$ cat src/rtl/rstkey_pkg.sv
package rstkey_pkg;

    typedef enum logic [1:0] {
        ST_IDLE      = 2'd0,
        ST_CORE_WAIT = 2'd1,
        ST_SYS_WAIT  = 2'd2
    } rq_state_e;

    typedef struct packed {
        logic hit;
        logic want_core;
        logic want_sys;
    } wr_dec_t;

    localparam int DATA_W   = 32;
    localparam int KEY_W    = 16;
    localparam int KEY_LSB  = DATA_W - KEY_W;
    localparam int CORE_BIT = 0;
    localparam int SYS_BIT  = 2;

endpackage

$ cat src/rtl/rstkey_decode.sv
module rstkey_decode
    import rstkey_pkg::*;
#(
    parameter int                 ADDR_W   = 12,
    parameter logic [ADDR_W-1:0]  REG_ADDR = 12'h10C,
    parameter logic [KEY_W-1:0]   WR_KEY   = 16'h05FA,
    parameter int                 PRI_W    = 3,
    parameter int                 PRI_LSB  = 8
) (
    input  logic [ADDR_W-1:0] addr,
    input  logic [DATA_W-1:0] wdata,
    input  logic              we,
    output wr_dec_t           dec,
    output logic [PRI_W-1:0]  pri_new
);

    localparam logic [DATA_W-1:0] PRI_MASK  = ((DATA_W'(1) << PRI_W) - DATA_W'(1)) << PRI_LSB;
    localparam logic [DATA_W-1:0] KEY_MASK  = ((DATA_W'(1) << KEY_W) - DATA_W'(1)) << KEY_LSB;
    localparam logic [DATA_W-1:0] REQ_MASK  = (DATA_W'(1) << CORE_BIT) | (DATA_W'(1) << SYS_BIT);
    localparam logic [DATA_W-1:0] USED_MASK = PRI_MASK | KEY_MASK | REQ_MASK;

    logic addr_ok;
    logic key_ok;
    logic unused_bits;

    assign addr_ok     = (addr == REG_ADDR);
    assign key_ok      = (wdata[KEY_LSB +: KEY_W] == WR_KEY);
    assign unused_bits = ^(wdata & ~USED_MASK);

    always_comb begin
        dec.hit       = we && addr_ok && key_ok;
        dec.want_sys  = dec.hit && wdata[SYS_BIT];
        dec.want_core = dec.hit && wdata[CORE_BIT] && !wdata[SYS_BIT];
        pri_new       = wdata[PRI_LSB +: PRI_W];
    end

endmodule

$ cat src/rtl/rstkey_regs.sv
module rstkey_regs
    import rstkey_pkg::*;
#(
    parameter int                 ADDR_W   = 12,
    parameter logic [ADDR_W-1:0]  REG_ADDR = 12'h10C,
    parameter logic [KEY_W-1:0]   RD_SIG   = 16'hFA05,
    parameter int                 PRI_W    = 3,
    parameter int                 PRI_LSB  = 8
) (
    input  logic              clk,
    input  logic              rst_n,
    input  wr_dec_t           dec,
    input  logic [PRI_W-1:0]  pri_new,
    input  logic [ADDR_W-1:0] addr,
    output logic [PRI_W-1:0]  pri_q,
    output logic [DATA_W-1:0] rdata
);

    always_ff @(posedge clk or negedge rst_n) begin
        if (!rst_n) begin
            pri_q <= '0;
        end else if (dec.hit) begin
            pri_q <= pri_new;
        end
    end

    always_comb begin
        rdata = '0;
        if (addr == REG_ADDR) begin
            rdata[KEY_LSB +: KEY_W] = RD_SIG;
            rdata[PRI_LSB +: PRI_W] = pri_q;
        end
    end

endmodule

$ cat src/rtl/rstkey_fsm.sv
module rstkey_fsm
    import rstkey_pkg::*;
(
    input  logic    clk,
    input  logic    rst_n,
    input  wr_dec_t dec,
    input  logic    rst_ack,
    output logic    core_req,
    output logic    sys_req,
    output logic    pending
);

    rq_state_e state_q;
    rq_state_e state_d;

    always_ff @(posedge clk or negedge rst_n) begin
        if (!rst_n) begin
            state_q <= ST_IDLE;
        end else begin
            state_q <= state_d;
        end
    end

    always_comb begin
        state_d = state_q;
        unique case (state_q)
            ST_IDLE: begin
                if (dec.want_sys) begin
                    state_d = ST_SYS_WAIT;
                end else if (dec.want_core) begin
                    state_d = ST_CORE_WAIT;
                end
            end
            ST_CORE_WAIT: begin
                if (rst_ack) begin
                    state_d = ST_IDLE;
                end
            end
            ST_SYS_WAIT: begin
                if (rst_ack) begin
                    state_d = ST_IDLE;
                end
            end
            default: state_d = ST_IDLE;
        endcase
    end

    always_ff @(posedge clk or negedge rst_n) begin
        if (!rst_n) begin
            core_req <= 1'b0;
            sys_req  <= 1'b0;
        end else begin
            core_req <= (state_q == ST_IDLE) && (state_d == ST_CORE_WAIT);
            sys_req  <= (state_q == ST_IDLE) && (state_d == ST_SYS_WAIT);
        end
    end

    assign pending = (state_q != ST_IDLE);

endmodule

$ cat src/rtl/rstkey_irqgate.sv
module rstkey_irqgate #(
    parameter int IRQ_W = 4
) (
    input  logic             pending,
    input  logic             fault_mask,
    input  logic [IRQ_W-1:0] irq_in,
    output logic [IRQ_W-1:0] irq_accept
);

    logic hold_off;
    assign hold_off = pending && fault_mask;

    for (genvar i = 0; i < IRQ_W; i++) begin : g_line
        assign irq_accept[i] = irq_in[i] && !hold_off;
    end

endmodule

$ cat src/rtl/rstkey_ctrl.sv
module rstkey_ctrl
    import rstkey_pkg::*;
#(
    parameter int                 ADDR_W   = 12,
    parameter logic [ADDR_W-1:0]  REG_ADDR = 12'h10C,
    parameter logic [15:0]        WR_KEY   = 16'h05FA,
    parameter logic [15:0]        RD_SIG   = 16'hFA05,
    parameter int                 PRI_W    = 3,
    parameter int                 PRI_LSB  = 8,
    parameter int                 IRQ_W    = 4
) (
    input  logic              clk,
    input  logic              rst_n,
    input  logic [ADDR_W-1:0] bus_addr,
    input  logic [31:0]       bus_wdata,
    input  logic              bus_we,
    output logic [31:0]       bus_rdata,
    output logic              core_req,
    output logic              sys_req,
    input  logic              rst_ack,
    input  logic              fault_mask,
    input  logic [IRQ_W-1:0]  irq_in,
    output logic [IRQ_W-1:0]  irq_accept
);

    wr_dec_t          dec;
    logic [PRI_W-1:0] pri_new;
    logic [PRI_W-1:0] pri_q;
    logic             pending;

    rstkey_decode #(
        .ADDR_W(ADDR_W), .REG_ADDR(REG_ADDR), .WR_KEY(WR_KEY),
        .PRI_W(PRI_W), .PRI_LSB(PRI_LSB)
    ) u_dec (
        .addr(bus_addr), .wdata(bus_wdata), .we(bus_we),
        .dec(dec), .pri_new(pri_new)
    );

    rstkey_regs #(
        .ADDR_W(ADDR_W), .REG_ADDR(REG_ADDR), .RD_SIG(RD_SIG),
        .PRI_W(PRI_W), .PRI_LSB(PRI_LSB)
    ) u_regs (
        .clk(clk), .rst_n(rst_n), .dec(dec), .pri_new(pri_new),
        .addr(bus_addr), .pri_q(pri_q), .rdata(bus_rdata)
    );

    rstkey_fsm u_fsm (
        .clk(clk), .rst_n(rst_n), .dec(dec), .rst_ack(rst_ack),
        .core_req(core_req), .sys_req(sys_req), .pending(pending)
    );

    rstkey_irqgate #(.IRQ_W(IRQ_W)) u_gate (
        .pending(pending), .fault_mask(fault_mask),
        .irq_in(irq_in), .irq_accept(irq_accept)
    );

endmodule

$ cat config.mk
export PLATFORM = sky130hd
export DESIGN_NAME = rstkey_ctrl
export DESIGN_NICKNAME = d
export VERILOG_FILES = /design/src/rtl/rstkey_pkg.sv /design/src/rtl/rstkey_decode.sv /design/src/rtl/rstkey_regs.sv /design/src/rtl/rstkey_fsm.sv /design/src/rtl/rstkey_irqgate.sv /design/src/rtl/rstkey_ctrl.sv
export SDC_FILE = /design/constraint.sdc
export NUM_CORES = 1
export LEC_CHECK = 0
export BUFFER_PORTS_ARGS = -buffer_cell sky130_fd_sc_hd__buf_2
export CAP_MARGIN = 10
export CELL_PAD_IN_SITES_DETAIL_PLACEMENT = 2
export CELL_PAD_IN_SITES_GLOBAL_PLACEMENT = 2
export CORE_MARGIN = 2
export CORE_UTILIZATION = 16
export CTS_BUF_LIST = sky130_fd_sc_hd__clkbuf_4
export CTS_CLUSTER_DIAMETER = 30
export DETAILED_ROUTE_END_ITERATION = 7
export PLACE_DENSITY = 0.78
export SLEW_MARGIN = 20
export SYNTH_ARGS = -nofsm -noshare
export SYNTH_HDL_FRONTEND = slang
export SYNTH_SLANG_ARGS = --single-unit
$ cat constraint.sdc
create_clock -name clk -period 1.7 [get_ports clk]
set_input_delay 0.17 -clock clk [delete_from_list [all_inputs] [get_ports clk]]
set_output_delay 0.17 -clock clk [all_outputs]
set_load 0.02 [all_outputs]
==> After elaboration in Yosys (flattened, before gate mapping) <==
Index checks and enable logic that the tools add are counted.
{ "op_classes": {"muxes": 6, "n_reduce_logical": 17, "n_eq_ne": 6} }
{ "ops": {"columns": ["op", "count"], "rows": [
  ["$eq 16x11->1 const B", 1],
  ["$mux 16", 1],
  ["$eq 12x9->1 const B", 1],
  ["$logic_and 1x1->1", 12],
  ["$mux 2", 3],
  ["$eq 2x1->1 const B", 2],
  ["$eq 2x2->1 const B", 2],
  ["$pmux 2 s2", 1],
  ["$mux 3", 1],
  ["$logic_not 1->1", 2],
  ["$logic_not 2->1", 1],
  ["$reduce_bool 2->1", 1],
  ["$reduce_or 2->1", 1]
]} }
{ "word_totals": {"wordCells": 33, "out_inout_bits": 38, "regBits": 7} }

==> Longest topological paths before layout <==
{ "depth": {"word_depth": 10, "depth_mapped": 6} }

==> Cells and area by module <==
Synthesis repeated with hierarchy kept, for this count alone.
{ "unflattened": {"hier_cells": 91, "hier_area_um2": 837.1} }
{ "by_module_without_submodules": {"columns": ["module", "cells_per_inst", "n_inst", "seq_area_each_um2", "area_per_inst_um2"], "rows": [
  ["rstkey_regs", 45, 1, 75.1, 415.4],
  ["rstkey_fsm", 24, 1, 100.1, 251.5],
  ["rstkey_decode", 18, 1, 0.0, 140.1],
  ["rstkey_irqgate", 4, 1, 0.0, 30.0]
]} }

==> Worst setup path before layout <==
Ideal clock, no wire load.
{ "synth_timing": {"kind": "input to register", "start": "in bus_addr[7]", "end": "reg u_regs.pri_q[0]", "setup_time_ns": 0.125, "arrival_ns": 1.797, "path_stages": 4, "setup_slack_ns": -0.222, "path_cell_list": "or4b_4 nor3_2 and3_4 mux2_2"} }
{ "synth_between": {"elab_chain_len": 3} }
{ "synth_lines": {"columns": ["item", "line_no", "rtl"], "rows": [
  ["start, declared", "rstkey_ctrl.sv:14", "input logic [ADDR_W-1:0] bus_addr,"],
  ["$eq 12x9->1", "rstkey_decode.sv:26", "assign addr_ok = (addr == REG_ADDR);"],
  ["net u_dec.addr_ok", "rstkey_decode.sv:22", "logic addr_ok;"],
  ["$logic_and 1x1->1 (2 in a row)", "rstkey_decode.sv:31", "dec.hit = we && addr_ok && key_ok;"],
  ["end signal, assigned", "rstkey_regs.sv:23", "pri_q <= pri_new;"],
  ["end, declared", "rstkey_regs.sv:15", "output logic [PRI_W-1:0] pri_q,"]
]} }
The timed path passes the listed nets, and every way through them passes these cells.
A chain may end at the register's enable or synchronous reset.

==> Worst setup path in the final report <==
{ "layout_timing": {"start": "in bus_addr[5]", "end": "out bus_rdata[10]"} }
{ "layout_between": {"elab_chain_len": 2} }
{ "layout_lines": {"columns": ["item", "line_no", "rtl"], "rows": [
  ["$eq 12x9->1", "rstkey_regs.sv:29", "if (addr == REG_ADDR) begin"],
  ["$mux 3", "rstkey_regs.sv:29", null],
  ["end, declared", "rstkey_ctrl.sv:17", "output logic [31:0] bus_rdata,"]
]} }
No other way between the ends.

==> impl_results.md <==
* Synth Flop Type: dfrtp_1
* GR Overflow Total at 0
* Max Cap Violations at 0
* RSZ-0062 raised after global routing: true
* Placed cells at 191
* Max Slew Vio Count at 0
* WHS Endpoint: u_regs.pri_q[2]$_DFFE_PN0N_
* Reg-to-Reg End: u_fsm.core_req$_DFF_PN0_
* Asr flop ratio synth at 100.0%
* Sequential share of the synthesized area at 22.54%
* Worst min path class: in -> reg
* Cell accounting for the most synthesized area: buf_4
* Tot GR Track Use at 8.054%
* CP Launch Type: primary input
* Worst Setup Slack post-DPL at -163.6 ps
* Worst hold start: bus_wdata[10]
* Number of global-route vias before repair at 722
* Worst VDD drop at 0.09949 mV
* Clk buf depth at 2
* Synthesized area per cell at 9.593 um^2
* DR vias/cell at 3.726
* Final Hold Fails at 0
* Largest net degree at the start of global routing at 9
* Final setup viols at 0
* FP Rows at 25
* Post-DP HPWL at 2.023 mm
* Fraction of layout instances using a drive strength above 1 at 60.84%
* Arr. time, crit path at 1510 ps
* First-pass GRT wire length at 3.318 mm
* Crit Path Category: in -> out
* Core Region at 4692 um^2
* Nets@finish at 199
* Area delta synth->final at 52.17%
* Final Skew at 3.699 ps
* RePlAce Congestion at 0.6858
* Vias after detailed routing at 734
* Tmin final at 1684 ps
* DRT Pass-1 Iters at 2
* Hold_ws at 153.4 ps
* H-tree depth at 1
* Final worst setup slack at 15.64 ps
* Root Buffer: clkbuf_4
* Clock sinks at 7
* Crit-path max FO at 4
* DR iter-0 viols at 5
* RR Startpoint: u_fsm.state_q[0]$_DFF_PN0_
* Hold depth at 2
* Synth Register Bits at 7
* IO Port Bufs at 58
* CTS tree: built
* Data required time of the worst path at 1530 ps
* Netlist cell types at 32
* Clock transition at path regs at 50 ps
* Die Y at 73.69 um
* Initial Util at 16.56%
* Final wirelength at 2.185 mm
* Die area at 5429 um^2
* Final instance count without filler cells at 197
* Drt wl/cell at 11.09 um
* Ports at 91
* Ant. Diodes at 0
* Number of synthesized flops with an enable pin at 0
* Final period util at 99.08%
* Status: finished clean
* Netlist Area Pre-Place at 777.0 um^2
* Die Wd at 73.69 um
* Worst skew pair latency at 250 ps
* Yosys Warn Count at 0
* DRC at 0
* Antenna-violating nets left at 0
* TritonCTS Buffers at 3
* Initial antenna violation count at 0
* Reg2reg setup slack at 140 ps
* Gate Count Post-Synth at 81
* Cell Pwr Density at 390.6 nW/um^2
* Element type at the critical path end: output port
* Achievable Freq at 0.5937 GHz
* Leak Pwr at 0.6496 nW
* R2r worst-path depth at 6
* Synth top area cells: buf_4 28%, dfrtp_1 23%, mux2_2 4.3%
* Yosys top cell area share at 28.02%
-- stage by stage --
stage	cell area [um^2]	util, %	TNS (ps)	total power [mW]
6_report	1182	25.20	0	0.4618
3_3_place_gp	1066	22.72	-745.9	0.2896
2_1_floorplan	873.3	-	-357.0	0.2714
4_1_cts	1137	24.24	0	0.4690
5_1_grt	1182	25.20	-339.0	0.4939
3_5_place_dp	1066	22.72	-831.4	0.2927
-- worst max-delay path by stage --
stage | start | end | slack (ps) | depth (start not counted)
detailed placement | bus_addr[9] | u_fsm.sys_req$_DFF_PN0_ | -160 | 6
global route | bus_addr[5] | bus_rdata[28] | -30 | 7
global placement | bus_addr[9] | u_fsm.sys_req$_DFF_PN0_ | -140 | 6
finish | bus_addr[5] | bus_rdata[10] | 20 | 7
floorplan | bus_addr[4] | u_regs.pri_q[0]$_DFFE_PN0N_ | -80 | 4
CTS | bus_addr[7] | bus_rdata[8] | 10 | 7
-- cell usage in the layout, fill, tap and decap left out, drive strengths merged, types with 2 or more instances in the layout --
cell and instances:
nand2 2, mux2 3, conb 21, and2 7, and3 2, inv 2, nand4b 3, a31oi 2
dfrtp 7, ha 2, buf 66, clkbuf 4, or4b 3, nor3 3, nor4 2, nand2b 2
-- metal layers --
metal,vias up,global-route usage [%],wire length (um)
li1,360,-,-
met1,334,9.098,805
met2,36,13.69,1161
met3,4,1.783,175
met4,0,4.848,43
met5,-,0,0
-- where the power goes --
| part | internal [mW] | switching, mW |
|---|---|---|
| combinational | 0.0514 | 0.0749 |
| sequential | 0.167 | 0.00000000828 |
| clock | 0.106 | 0.0631 |
| total | 0.324 | 0.138 |
-- final cells by class --
type                    instances  area (um^2)
multi-input cells              63        476.7
clock buffers                   4        30.03
inverters                       2        7.507
repair buffers                 67        425.4
well taps                      54        67.56
fillers                       560         3510
flip-flops and latches          7        175.2
-- logic make-up after synthesis --
group / synth area share, %
buffers and inverters: 28.99
adders and majority gates: 3.220
other: 0.4826
muxes: 4.348
and+or+nand+nor: 33.98
AOI/OAI and AO/OA: 6.441
DFF: 22.54
-- Yosys cell counts, types with 2 or more instances --
library cell / count
nor3_1: 2
buf_4: 29
nand2_1: 2
or4b_4: 2
and2_1: 4
nand4b_1: 3
inv_1: 2
dfrtp_1: 7
ha_1: 2
nand2b_1: 2
and2_2: 3
mux2_2: 3
-- registers in the layout, summed over array words and instances, names as in the netlist --
register	flops
u_fsm.core_req	1
u_fsm.sys_req	1
u_regs.pri_q	3
u_fsm.state_q	2
-- worst max-delay path, stage by stage --
cell and delay (ps):
buf_6 90, or4b_4 550, buf_6 140, nor3_4 180, buf_6 140, and2_4 140, buf_6 100
-- repair_timing --
action | in CTS | in global routing
buffers inserted | 1 | 0
setup endpoints to repair | 3 | 13
endpoints found under the hold margin | 7 | 0
hold buffers | 1 | 0
pin swaps | 0 | 7
resized for setup | 4 | 16
Power figures use the tool's default switching activity.
